--- src/rtl/dsr_pkg.sv ---
package dsr_pkg;
   localparam int HDR_W      = 128;
   localparam int ID_W       = 16;
   localparam int KEEP_LO    = 96;  // bits above this pass through unchanged
   localparam int SRC_LO     = 80;  // new source ID field
   localparam int DST_LO     = 64;  // destination ID field
   typedef logic [HDR_W-1:0] hdr_t;
   typedef logic [ID_W-1:0]  id_t;
endpackage

--- src/rtl/dsr_phase_ctr.sv ---
module dsr_phase_ctr #(
   parameter int FACTOR_W = 8
) (
   input  logic                clk,
   input  logic                rst,
   input  logic                step,
   input  logic [FACTOR_W-1:0] factor,
   output logic                keep
);
   logic [FACTOR_W-1:0] phase;
   logic [FACTOR_W-1:0] limit;

   // a factor of zero behaves as one
   assign limit = (factor == '0) ? '0 : factor - FACTOR_W'(1);
   assign keep  = step && (phase >= limit);

   always_ff @(posedge clk) begin
      if (rst)
         phase <= '0;
      else if (step)
         phase <= keep ? '0 : phase + FACTOR_W'(1);
   end
endmodule

--- src/rtl/dsr_hdr_rewrite.sv ---
module dsr_hdr_rewrite
   import dsr_pkg::*;
#(
   parameter bit SWAP_IDS = 1'b1
) (
   input  hdr_t hdr_in,
   input  id_t  new_dst,
   output hdr_t hdr_out
);
   generate
      if (SWAP_IDS) begin : g_swap
         assign hdr_out = {hdr_in[HDR_W-1:KEEP_LO],
                           hdr_in[DST_LO+ID_W-1:DST_LO],
                           new_dst,
                           hdr_in[DST_LO-1:0]};
      end else begin : g_keep_src
         assign hdr_out = {hdr_in[HDR_W-1:SRC_LO],
                           new_dst,
                           hdr_in[DST_LO-1:0]};
      end
   endgenerate
endmodule

--- src/rtl/dsr_out_framer.sv ---
module dsr_out_framer
   import dsr_pkg::*;
#(
   parameter int DATA_W  = 32,
   parameter int PKT_LEN = 364
) (
   input  logic              clk,
   input  logic              rst,
   input  logic              load,
   input  logic [DATA_W-1:0] load_data,
   input  hdr_t              load_hdr,
   input  logic              out_tready,
   output logic              out_tvalid,
   output logic [DATA_W-1:0] out_tdata,
   output hdr_t              out_tuser,
   output logic              out_tlast,
   output logic              pkt_done,
   output logic              space
);
   localparam int CNT_W = (PKT_LEN > 1) ? $clog2(PKT_LEN) : 1;
   localparam logic [CNT_W-1:0] LAST_IDX = CNT_W'(PKT_LEN - 1);

   logic [CNT_W-1:0] sent;   // samples handed off in the current packet
   logic             fire;
   logic             first_slot;

   assign fire      = out_tvalid && out_tready;
   assign out_tlast = (sent == LAST_IDX);
   assign pkt_done  = fire && out_tlast;
   assign space     = !out_tvalid || out_tready;
   // the incoming sample opens a packet when nothing of it has been emitted
   assign first_slot = fire ? out_tlast : (sent == '0);

   always_ff @(posedge clk) begin
      if (rst) begin
         out_tvalid <= 1'b0;
         sent       <= '0;
      end else begin
         if (fire)
            sent <= out_tlast ? '0 : sent + CNT_W'(1);
         if (load)
            out_tvalid <= 1'b1;
         else if (fire)
            out_tvalid <= 1'b0;
      end
   end

   always_ff @(posedge clk) begin
      if (load) begin
         out_tdata <= load_data;
         if (first_slot)
            out_tuser <= load_hdr;
      end
   end
endmodule

--- src/rtl/dsr_decim_repack.sv ---
module dsr_decim_repack
   import dsr_pkg::*;
#(
   parameter int DATA_W   = 32,
   parameter int FACTOR_W = 8,
   parameter int PKT_LEN  = 364,
   parameter bit SWAP_IDS = 1'b1
) (
   input  logic                clk,
   input  logic                rst,
   input  logic [DATA_W-1:0]   in_tdata,
   input  logic                in_tvalid,
   output logic                in_tready,
   input  logic                in_tlast,
   input  logic [127:0]        in_tuser,
   output logic [DATA_W-1:0]   out_tdata,
   output logic                out_tvalid,
   input  logic                out_tready,
   output logic                out_tlast,
   output logic [127:0]        out_tuser,
   input  logic [15:0]         next_dst,
   input  logic [FACTOR_W-1:0] decim_factor
);
   generate
      if (DATA_W < 1) begin : g_bad_width
         $error("DATA_W must be at least 1");
      end
      if (FACTOR_W < 1 || FACTOR_W > 16) begin : g_bad_factor
         $error("FACTOR_W must lie in 1..16");
      end
      if (PKT_LEN < 1) begin : g_bad_len
         $error("PKT_LEN must be at least 1");
      end
   endgenerate

   logic                space;
   logic                step;
   logic                keep;
   logic                pkt_done;
   logic [FACTOR_W-1:0] factor_q;
   logic [FACTOR_W-1:0] factor_eff;
   hdr_t                new_hdr;
   logic                unused_last;

   assign unused_last = in_tlast;  // framing is driven by the output count only
   assign in_tready   = space;
   assign step        = in_tvalid && space;
   assign factor_eff  = pkt_done ? decim_factor : factor_q;

   always_ff @(posedge clk) begin
      if (rst || pkt_done)
         factor_q <= decim_factor;
   end

   dsr_phase_ctr #(.FACTOR_W(FACTOR_W)) u_phase (
      .clk    (clk),
      .rst    (rst),
      .step   (step),
      .factor (factor_eff),
      .keep   (keep)
   );

   dsr_hdr_rewrite #(.SWAP_IDS(SWAP_IDS)) u_hdr (
      .hdr_in  (in_tuser),
      .new_dst (next_dst),
      .hdr_out (new_hdr)
   );

   dsr_out_framer #(.DATA_W(DATA_W), .PKT_LEN(PKT_LEN)) u_framer (
      .clk        (clk),
      .rst        (rst),
      .load       (keep),
      .load_data  (in_tdata),
      .load_hdr   (new_hdr),
      .out_tready (out_tready),
      .out_tvalid (out_tvalid),
      .out_tdata  (out_tdata),
      .out_tuser  (out_tuser),
      .out_tlast  (out_tlast),
      .pkt_done   (pkt_done),
      .space      (space)
   );
endmodule

--- config.mk ---
export PLATFORM = sky130hd
export DESIGN_NAME = dsr_decim_repack
export DESIGN_NICKNAME = d
export VERILOG_FILES = /design/src/rtl/dsr_pkg.sv /design/src/rtl/dsr_phase_ctr.sv /design/src/rtl/dsr_hdr_rewrite.sv /design/src/rtl/dsr_out_framer.sv /design/src/rtl/dsr_decim_repack.sv
export SDC_FILE = /design/constraint.sdc
export NUM_CORES = 1
export LEC_CHECK = 0
export CORE_ASPECT_RATIO = 0.5
export CORE_UTILIZATION = 28
export DETAILED_ROUTE_END_ITERATION = 7
export GPL_TIMING_DRIVEN = 0
export HOLD_SLACK_MARGIN = 0.12
export PLACE_DENSITY = 0.67
export SYNTH_ARGS = -nofsm -noshare
export SYNTH_HDL_FRONTEND = slang
export SYNTH_HIERARCHICAL = 1
export SYNTH_SLANG_ARGS = --single-unit
--- constraint.sdc ---
create_clock -name clk -period 13.7 [get_ports clk]
set_clock_uncertainty 0.15 [all_clocks]
set_input_delay 2.055 -clock clk [delete_from_list [all_inputs] [get_ports clk]]
set_output_delay 2.055 -clock clk [all_outputs]
set_load 0.02 [all_outputs]
# Word-level counts from Yosys, hierarchy flattened
# Index checks and enable logic that the tools add are counted.
[totals]
regBits = 186
output_inout_bits = 163
word_cells = 29
[op_classes]
eq_ne = 1
order_cmp = 1
addsub = 3
mux = 7
n_reduce_logical = 11
[op_table]
columns = ["op", "count"]
rows = [
  ["two-way mux 8 bit", 3],
  ["adder 9 x 1 -> 9 bit (second input constant)", 1],
  ["equality test 9 bit (second input constant)", 1],
  ["logical NOT 9 bit", 1],
  ["two-way mux 9 bit", 1],
  ["adder 8 x 1 -> 8 bit (second input constant)", 1],
  [">= comparator 8 bit", 1],
  ["logical NOT 8 bit", 1],
  ["subtractor 8 x 1 -> 8 bit (second input constant)", 1],
  ["logical AND 1 bit", 4],
  ["two-way mux 1 bit", 3],
  ["logical OR 1 bit", 2],
  ["AND reduction 2 bit", 1],
  ["nonzero test 2 bit", 1],
  ["logical NOT 1 bit", 1],
]

# Logic depth before layout (Yosys ltp)
# Gate-level depths: netlist of the first run.
[logic_depth]
word_depth = 8
mapped_depth = 17

# By module
# Netlist of the first run, hierarchy kept.
[by_module_without_submodules]
columns = ["mod", "cells_per_inst", "area_per_inst_um2", "n_inst", "seq_area_each_um2"]
rows = [
  ["dsr_out_framer", 224, 5341.4, 1, 5004.8],
  ["dsr_hdr_rewrite", 128, 960.9, 1, 0.0],
  ["dsr_phase_ctr", 81, 713.2, 1, 160.2],
  ["dsr_decim_repack", 19, 384.1, 1, 240.2],
]

# Worst setup path before layout of the first run
# No wires, ideal clock.
[synth_path]
path_kind = "in2reg"
start = "input port out_tready"
end = "register u_framer.out_tuser[0], enable pin"
stages = 15
t_arrival_ns = 11.757
setup_time_ns = 0.657
path_slack_ns = 1.136
path_cell_list = "and2_2 > nand3_1 > inv_1 > buf_6 > mux2_4 > or4_4 > nor4_4 > nand3_1 > o21a_1 > ha_1 > and3_1 > a221oi_1 > o22ai_2 > inv_1 > a21oi_1"
[synth_via]
elab_chain_len = 8
word_cells_on_any_way = 12
classes_between = "add/sub (1); order compare (1); mux (3); reduce/logical (7)"
[synth_lines]
columns = ["element", "line_no", "rtl"]
rows = [
  ["start: declaration", "dsr_decim_repack.sv:18", "input logic out_tready,"],
  ["logical AND 1 bit *", "dsr_out_framer.sv:27", "assign fire = out_tvalid && out_tready;"],
  ["logical AND 1 bit *", "dsr_out_framer.sv:29", "assign pkt_done = fire && out_tlast;"],
  ["net pkt_done", "dsr_decim_repack.sv:39", "logic pkt_done;"],
  ["two-way mux 8 bit *", "dsr_decim_repack.sv:48", "assign factor_eff = pkt_done ? decim_factor : factor_q;"],
  ["net factor_eff[3]", "dsr_decim_repack.sv:41", "logic [FACTOR_W-1:0] factor_eff;"],
  ["subtractor 8 x 1 -> 8 bit / logical NOT 8 bit (equally long branches)", "dsr_phase_ctr.sv:14", "assign limit = (factor == '0) ? '0 : factor - FACTOR_W'(1);"],
  ["two-way mux 8 bit *", "dsr_phase_ctr.sv:14", ""],
  [">= comparator 8 bit *", "dsr_phase_ctr.sv:15", "assign keep = step && (phase >= limit);"],
  ["logical AND 1 bit *", "dsr_phase_ctr.sv:15", ""],
  ["net keep", "dsr_decim_repack.sv:38", "logic keep;"],
  ["AND reduction 2 bit (no line) *", "n/a", ""],
  ["end signal: assignment", "dsr_out_framer.sv:52", "out_tuser <= load_hdr;"],
  ["end: declaration", "dsr_out_framer.sv:15", "output hdr_t out_tuser,"],
]
# The timed path passes the listed nets; every way through them passes the cells marked *.
# A chain may end at the register's enable or synchronous reset.

# Final worst setup path of the first run
[layout_path]
start = "input port out_tready"
end = "register u_framer.out_tuser[28], enable pin"
# The elaborated chain is that of the path after synthesis.

==> flow_metrics.tcl, run 1 <==
set metrics [dict create \
    critPathArrivalTime_ns 6.92 \
    num_rows 41 \
    yosysSeqAreaShare_pct 73.0 \
    fin_ws_ns 6.79 \
    tightestPinTransition_ns 0.596 \
    whs_ns 0.365 \
    dp_hpwl_um 14800 \
    drt_wl_total_um 18800 \
    grt_overflow 0 \
    h-tree-depth 4 \
    hp-start "u_framer/sent[1]$_SDFFE_PP0P_" \
    async_flop_share_pct 0 \
    worstSetupEndpointType "register" \
    outcome "complete, no violations" \
    cts_tree "yes" \
    place_congestion 0.761 \
    slew_violations 0 \
    drc 0 \
    antenna_found_initial 0 \
    ir_drop_v 0.0000468 \
    finish.utilization_pct 41.6 \
    ys.warnings.count 6 \
    final_common_cell "clkdlybuf4s50_1" \
    ys.flop_type "edfxtp_1" \
    clk_latency_ns 0.44 \
    dr.pass1.iters 4 \
    ff2ff_path_depth 18 \
    layout_common_cells "clkdlybuf4s50_1 (206), edfxtp_1 (168), buf_4 (128), dfxtp_1 (18), clkbuf_16 (17)" \
    hold_path.class "register to register" \
    synth_area_um2 7400 \
    grt_util_all_layers_pct 13.2 \
    rsz0062_at_grt "no" \
    hold_depth 2 \
    critPathKind "input pin to register" \
    p_leak_nw 3.83 \
    cpMaxStageDelayCell "clkdlybuf4s50_1" \
    cp.buffers_inverters 7 \
    layout.nets 884 \
    ys_types 44 \
    cap_violations 0 \
    slowest_delay_ns 0.61 \
    port-buffer-count 206 \
    dieArea_um2 27100 \
    grt_pass1_wl_um 25600 \
    drt_iter0_markers 167 \
    hold_buffers 0 \
    cts-resized-gates 0 \
    antenna_left 0 \
    relSlewSlack_pct 60.3 \
    crit_start "out_tready" \
    period_needed_ns 6.91 \
    path_max_fanout 24 \
    die_w_um 232 \
    initial_core_util_pct 29.0 \
    cts_setup_buffers 0 \
    grt_pass1_vias 4128 \
    powerDensity_nw_per_um2 112 \
    vias 4226 \
    clock-root-buffer "clkbuf_16" \
    die_h_um 117 \
    path_delay_family "buffers and inverters" \
    crit_required_ns 13.71 \
    wl_per_cell_um 18.1 \
    layout-drive-gt1-share_pct 27.2 \
    coreArea_um2 25500 \
    post_synth_inst_count 452 \
    avgSynthCellArea_um2 16.4 \
    cts_num_sinks 186 \
    syn_nets 653 \
    holdPathEnd "u_framer/sent[1]$_SDFFE_PP0P_" \
    boundaryPins 352 \
    cts.path.max_buffers 2 \
    setup_viol 0 \
    area_growth_pct 43.8 \
    post-route-period-util_pct 50.4 \
    ys_seq_elements 186 \
    timing.fmax_mhz 145 \
    pre_cts_slack_ns 6.32 \
    nFillCells 2314 \
    start_kind "input pin" \
    synth_edf_count 168 \
    cp_cell_sequence "clkdlybuf4s50_1 -> and2_2 -> nand3_1 -> inv_1 -> buf_6 -> mux2_4 -> or4_4 -> nor4_4 -> nand3_1 -> o21a_1 -> ha_1 -> and3_1 -> o2111ai_1 -> o22ai_4 -> inv_1 -> a21oi_4 -> buf_12 -> buf_16 -> buf_16" \
    cts_buffers 17 \
    hold_viol 0 \
    viasPerCell 4.06 \
    grt_max_degree 33 \
    reg2reg_from "u_framer/sent[2]$_SDFFE_PP0P_" \
    worst-r2r-setup-slack_ns 8.25 \
    cts.reportedPaths.clkPinSlew_ns 0.07 \
    regToRegEndpoint "u_framer/out_tuser[28]$_DFFE_PP_" \
    antenna_cells 0 \
]
==> routing by layer <==
metal	GRT usage (%)	share of wire, %	vias up	wire length (um)
li1	-	-	1979	-
met1	16.0	40	2169	7610
met2	22.5	55	61	10300
met3	4.12	3.3	17	621
met4	4.56	1.3	0	243
met5	0	0	-	0
==> sequential cells by signal, indices dropped and copies added (netlist names) <==
signal	cells
factor_q	8
u_framer/out_tdata	32
u_framer/out_tvalid	1
u_framer/out_tuser	128
u_framer/sent	9
u_phase/phase	8
==> cells by family after synthesis <==
| family | Yosys count | synth area share [%] |
|---|---|---|
| xor gates and xnor gates | 12 | 1.42 |
| and+or+nand+nor | 65 | 5.31 |
| adders and majority gates | 12 | 2.03 |
| AOI/OAI and AO/OA | 27 | 2.67 |
| muxes | 9 | 1.76 |
| buffers and inverters | 141 | 13.8 |
| DFF | 186 | 73.0 |
==> layout make-up <==
class | count | area [um2] | share of cell area [%]
well taps | 344 | 430 | 4.05
plain buffers | 131 | 981 | 9.22
repair buffers | 212 | 2200 | 20.7
clock buffers | 17 | 425 | 4.00
flip-flops and latches | 186 | 5410 | 50.8
clock inverters | 15 | 161 | 1.52
multi-input cells | 125 | 995 | 9.35
inverters | 10 | 37.5 | 0.353
==> synthesized netlist by cell type, drive strengths merged (4+ instances only) <==
cell type	count	area [um2]
edfxtp	168	5040
buf	131	981
dfxtp	18	360
nand2	16	60.1
ha	12	150
a21oi	11	58.8
nor3	11	55.1
inv	10	37.5
mux2	8	120
nand3	6	30.0
nor2	6	22.5
xnor2	6	52.6
xor2	6	52.6
nand4	5	46.3
o21ai	4	20.0
or3	4	26.3
or4	4	41.3
==> tightest hold or removal path: stages (launching register included) <==
cell and delay [ns]:
dfxtp_1 0.35, nand2_1 0.07, a21oi_1 0.05
==> report_power, final <==
group	internal, mW	switching, mW
Clock	0.258	0.236
Sequential	0.623	0.00207
Combinational	0.0479	0.0240
Total	0.928	0.262
==> stage by stage <==
| stage | std cells | instance area (um2) | setup TNS (ns) | power, mW |
|---|---|---|---|---|
| floorplan | 452 | 7400 | 0 | 0.684 |
| global placement | 1002 | 9890 | -331.90 | 0.707 |
| CTS | 1040 | 10600 | 0 | 1.21 |
| detailed placement | 1008 | 10100 | 0 | 0.710 |
| global route | 1040 | 10600 | 0 | 1.23 |
| finish | 1040 | 10600 | 0 | 1.19 |
==> how the worst max path moves through the flow <==
| stage | endpoint | slack [ns] | depth (start not counted) |
|---|---|---|---|
| detailed placement | u_framer/out_tuser[110]$_DFFE_PP_ | 6.32 | 19 |
| floorplan | u_framer/out_tuser[0]$_DFFE_PP_ | 1.14 | 15 |
| CTS | u_framer/out_tuser[31]$_DFFE_PP_ | 6.80 | 19 |
| global route | u_framer/out_tuser[88]$_DFFE_PP_ | 6.54 | 19 |
| global placement | u_framer/out_tuser[78]$_DFFE_PP_ | -2.60 | 16 |
| finish | u_framer/out_tuser[28]$_DFFE_PP_ | 6.79 | 19 |
No activity file was read; power rests on OpenSTA's default activity.
==> inputs of run 2 (changes only) <==
--- a/config.mk
+++ b/config.mk
@@ -10,7 +10,7 @@
 export DETAILED_ROUTE_END_ITERATION = 7
 export GPL_TIMING_DRIVEN = 0
 export HOLD_SLACK_MARGIN = 0.12
-export PLACE_DENSITY = 0.67
+export PLACE_DENSITY = 0.69
 export SYNTH_ARGS = -nofsm -noshare
 export SYNTH_HDL_FRONTEND = slang
 export SYNTH_HIERARCHICAL = 1
==> constraint.sdc (replaced) <==
create_clock -name clk -period 5.85 [get_ports clk]
set_clock_uncertainty 0.15 [all_clocks]
set_input_delay 0.8775 -clock clk [delete_from_list [all_inputs] [get_ports clk]]
set_output_delay 0.8775 -clock clk [all_outputs]
set_load 0.02 [all_outputs]
==> flow_metrics.tcl, run 2 (same netlist as run 1, synthesis figures left out) <==
set metrics [dict create \
    grt_pass1_wl_um 25000 \
    fin_setup_tns_ns 0 \
    powerDensity_nw_per_um2 255 \
    slowest_delay_ns 0.61 \
    ff2ff_path_depth 17 \
    timing.fmax_mhz 183 \
    dp_hpwl_um 13700 \
    clock-root-buffer "clkbuf_16" \
    cts.path.max_buffers 2 \
    grt_max_degree 30 \
    coreArea_um2 25500 \
    slew_violations 0 \
    cts_buffers 17 \
    hold_path.class "register to register" \
    cpMaxStageDelayCell "clkdlybuf4s50_1" \
    wl_met3_um 692 \
    cap_violations 0 \
    vias 4212 \
    dr.pass1.iters 5 \
    boundaryPins 352 \
    crit_top_cell "inv_2" \
    reg2reg_from "u_framer/sent[2]$_SDFFE_PP0P_" \
    num_rows 41 \
    antenna_left 0 \
    die_w_um 232 \
    largest_register "u_framer/out_tuser" \
    grt_pass1_vias 4184 \
    hp-start "u_framer/sent[8]$_SDFFE_PP0P_" \
    antenna_found_initial 1 \
    layout-drive-gt1-share_pct 27.9 \
    cts_num_sinks 186 \
    hold_viol 0 \
    die_h_um 117 \
    p_leak_nw 3.83 \
    cp.buffers_inverters 6 \
    area_growth_pct 43.9 \
    cts.reportedPaths.clkPinSlew_ns 0.07 \
    path_max_fanout 29 \
    crit_required_ns 5.84 \
    setup_viol 0 \
    wl_per_cell_um 17.6 \
    grt_util_all_layers_pct 12.9 \
    hold_depth 2 \
    place_congestion 0.785 \
    clk_latency_ns 0.44 \
    drt_wl_total_um 18500 \
    port-buffer-count 206 \
    period_needed_ns 5.46 \
    wl_met2_um 10100 \
    final_common_cell "clkdlybuf4s50_1" \
    h-tree-depth 4 \
    cts_tree "yes" \
    start_kind "input pin" \
    worstSetupEndpointType "register" \
    cp_cell_sequence "clkdlybuf4s50_1 -> and2_4 -> nand3_4 -> inv_2 -> buf_6 -> mux2_4 -> or4_4 -> nor4_4 -> nand3_1 -> o21a_1 -> ha_1 -> and3_4 -> o2111ai_4 -> o22ai_4 -> inv_2 -> a21oi_4 -> buf_4 -> buf_12" \
    reg_top3 "u_framer/out_tuser x128, u_framer/out_tdata x32, u_framer/sent x9" \
    largest_reg_flops 128 \
    worst-r2r-setup-slack_ns 0.47 \
    wirelength_met1_um 7390 \
    relSlewSlack_pct 31.6 \
    drc 0 \
    viasPerCell 4.02 \
    holdPathEnd "u_framer/sent[8]$_SDFFE_PP0P_" \
    grt_overflow 0 \
    outcome "complete, no violations" \
    layout.nets 890 \
    dieArea_um2 27100 \
    whs_ns 0.359 \
    initial_core_util_pct 29.0 \
    top_layer_used "met4" \
    ir_drop_v 0.000160 \
    rsz0062_at_grt "no" \
    critPathKind "input pin to register" \
    path_delay_family "buffers and inverters" \
    critPathArrivalTime_ns 5.44 \
    tightestPinTransition_ns 1.03 \
    layout_common_cells "clkdlybuf4s50_1 (206), edfxtp_1 (168), buf_4 (133), dfxtp_1 (18), clkbuf_16 (17)" \
    regToRegEndpoint "u_framer/out_tuser[11]$_DFFE_PP_" \
    post-route-period-util_pct 93.3 \
    drt_iter0_markers 218 \
]
run 2: cell types whose count changed in the layout (fill, tap and decap cells not counted), moves of 3 or more:
| cell | before | now |
|---|---|---|
| clkinv_1 | 0 | 4 |
| inv_8 | 4 | 0 |
| buf_4 | 128 | 133 |
| clkinv_2 | 1 | 4 |
| clkinvlp_4 | 4 | 1 |
run 2: worst min-delay path, stage by stage (launching register included):
cell and delay (ns):
dfxtp_1 0.33, o31ai_1 0.07, a21oi_1 0.06
run 2: cell type report:
type,instances,area [um2]
fillers,2320,14900
diodes,1,2.50
well taps,344,430
plain buffers,131,981
clock buffers,18,429
repair buffers,215,2190
multi-input cells,128,1070
clock inverters,14,108
inverters,10,37.5
flip-flops and latches,186,5410
run 2: how the worst max path moves through the flow:
stage / cells past startpoint / end / startpoint / slack [ns]
after floorplan: 15 / u_framer/out_tuser[0]$_DFFE_PP_ / out_tready / -0.87
after global placement: 16 / u_framer/out_tuser[90]$_DFFE_PP_ / out_tready / -2.81
after detailed placement: 18 / u_framer/out_tuser[119]$_DFFE_PP_ / out_tready / -1.15
after CTS: 18 / u_framer/out_tuser[114]$_DFFE_PP_ / out_tready / 0.1
after global routing: 18 / u_framer/out_tuser[11]$_DFFE_PP_ / out_tready / 0.15
final: 18 / u_framer/out_tuser[11]$_DFFE_PP_ / out_tready / 0.39
run 2: per-stage QoR:
stage / util (%) / power [mW] / cell area (um2) / setup WS [ns] / instances
finish: 41.7 / 2.72 / 10700 / 0.392 / 1047
detailed placement: 39.3 / 1.66 / 10000 / -1.15 / 1006
CTS: 41.5 / 2.76 / 10600 / 0.0968 / 1041
global route: 41.7 / 2.82 / 10700 / 0.149 / 1047
floorplan: - / 1.61 / 7450 / -0.873 / 452
global placement: 38.9 / 1.66 / 9950 / -2.81 / 1002
run 2: what timing repair did:
| action | 4_1_cts | 5_1_grt |
|---|---|---|
| endpoints found under the setup margin | 128 | 55 |
| setup buffers | 0 | 5 |
| hold buffers | 0 | 0 |
| pin swaps | 1 | 0 |
| cloned | 3 | 0 |
| resized for setup | 1 | 0 |
run 2: where the power goes:
group          switching, mW  leakage [nW]  total, mW  internal [mW]
logic                 0.0612          1.91      0.175          0.114
clock network          0.501         0.263       1.08          0.579
registers            0.00453          1.66       1.46           1.46
total                  0.567          3.83       2.72           2.15
run 2: per-layer routing:
layer | vias to the layer above | global-route usage, %
met5 | - | 0
met4 | 0 | 4.47
met3 | 20 | 4.17
met2 | 79 | 22.1
met1 | 2106 | 15.4
li1 | 2007 | -
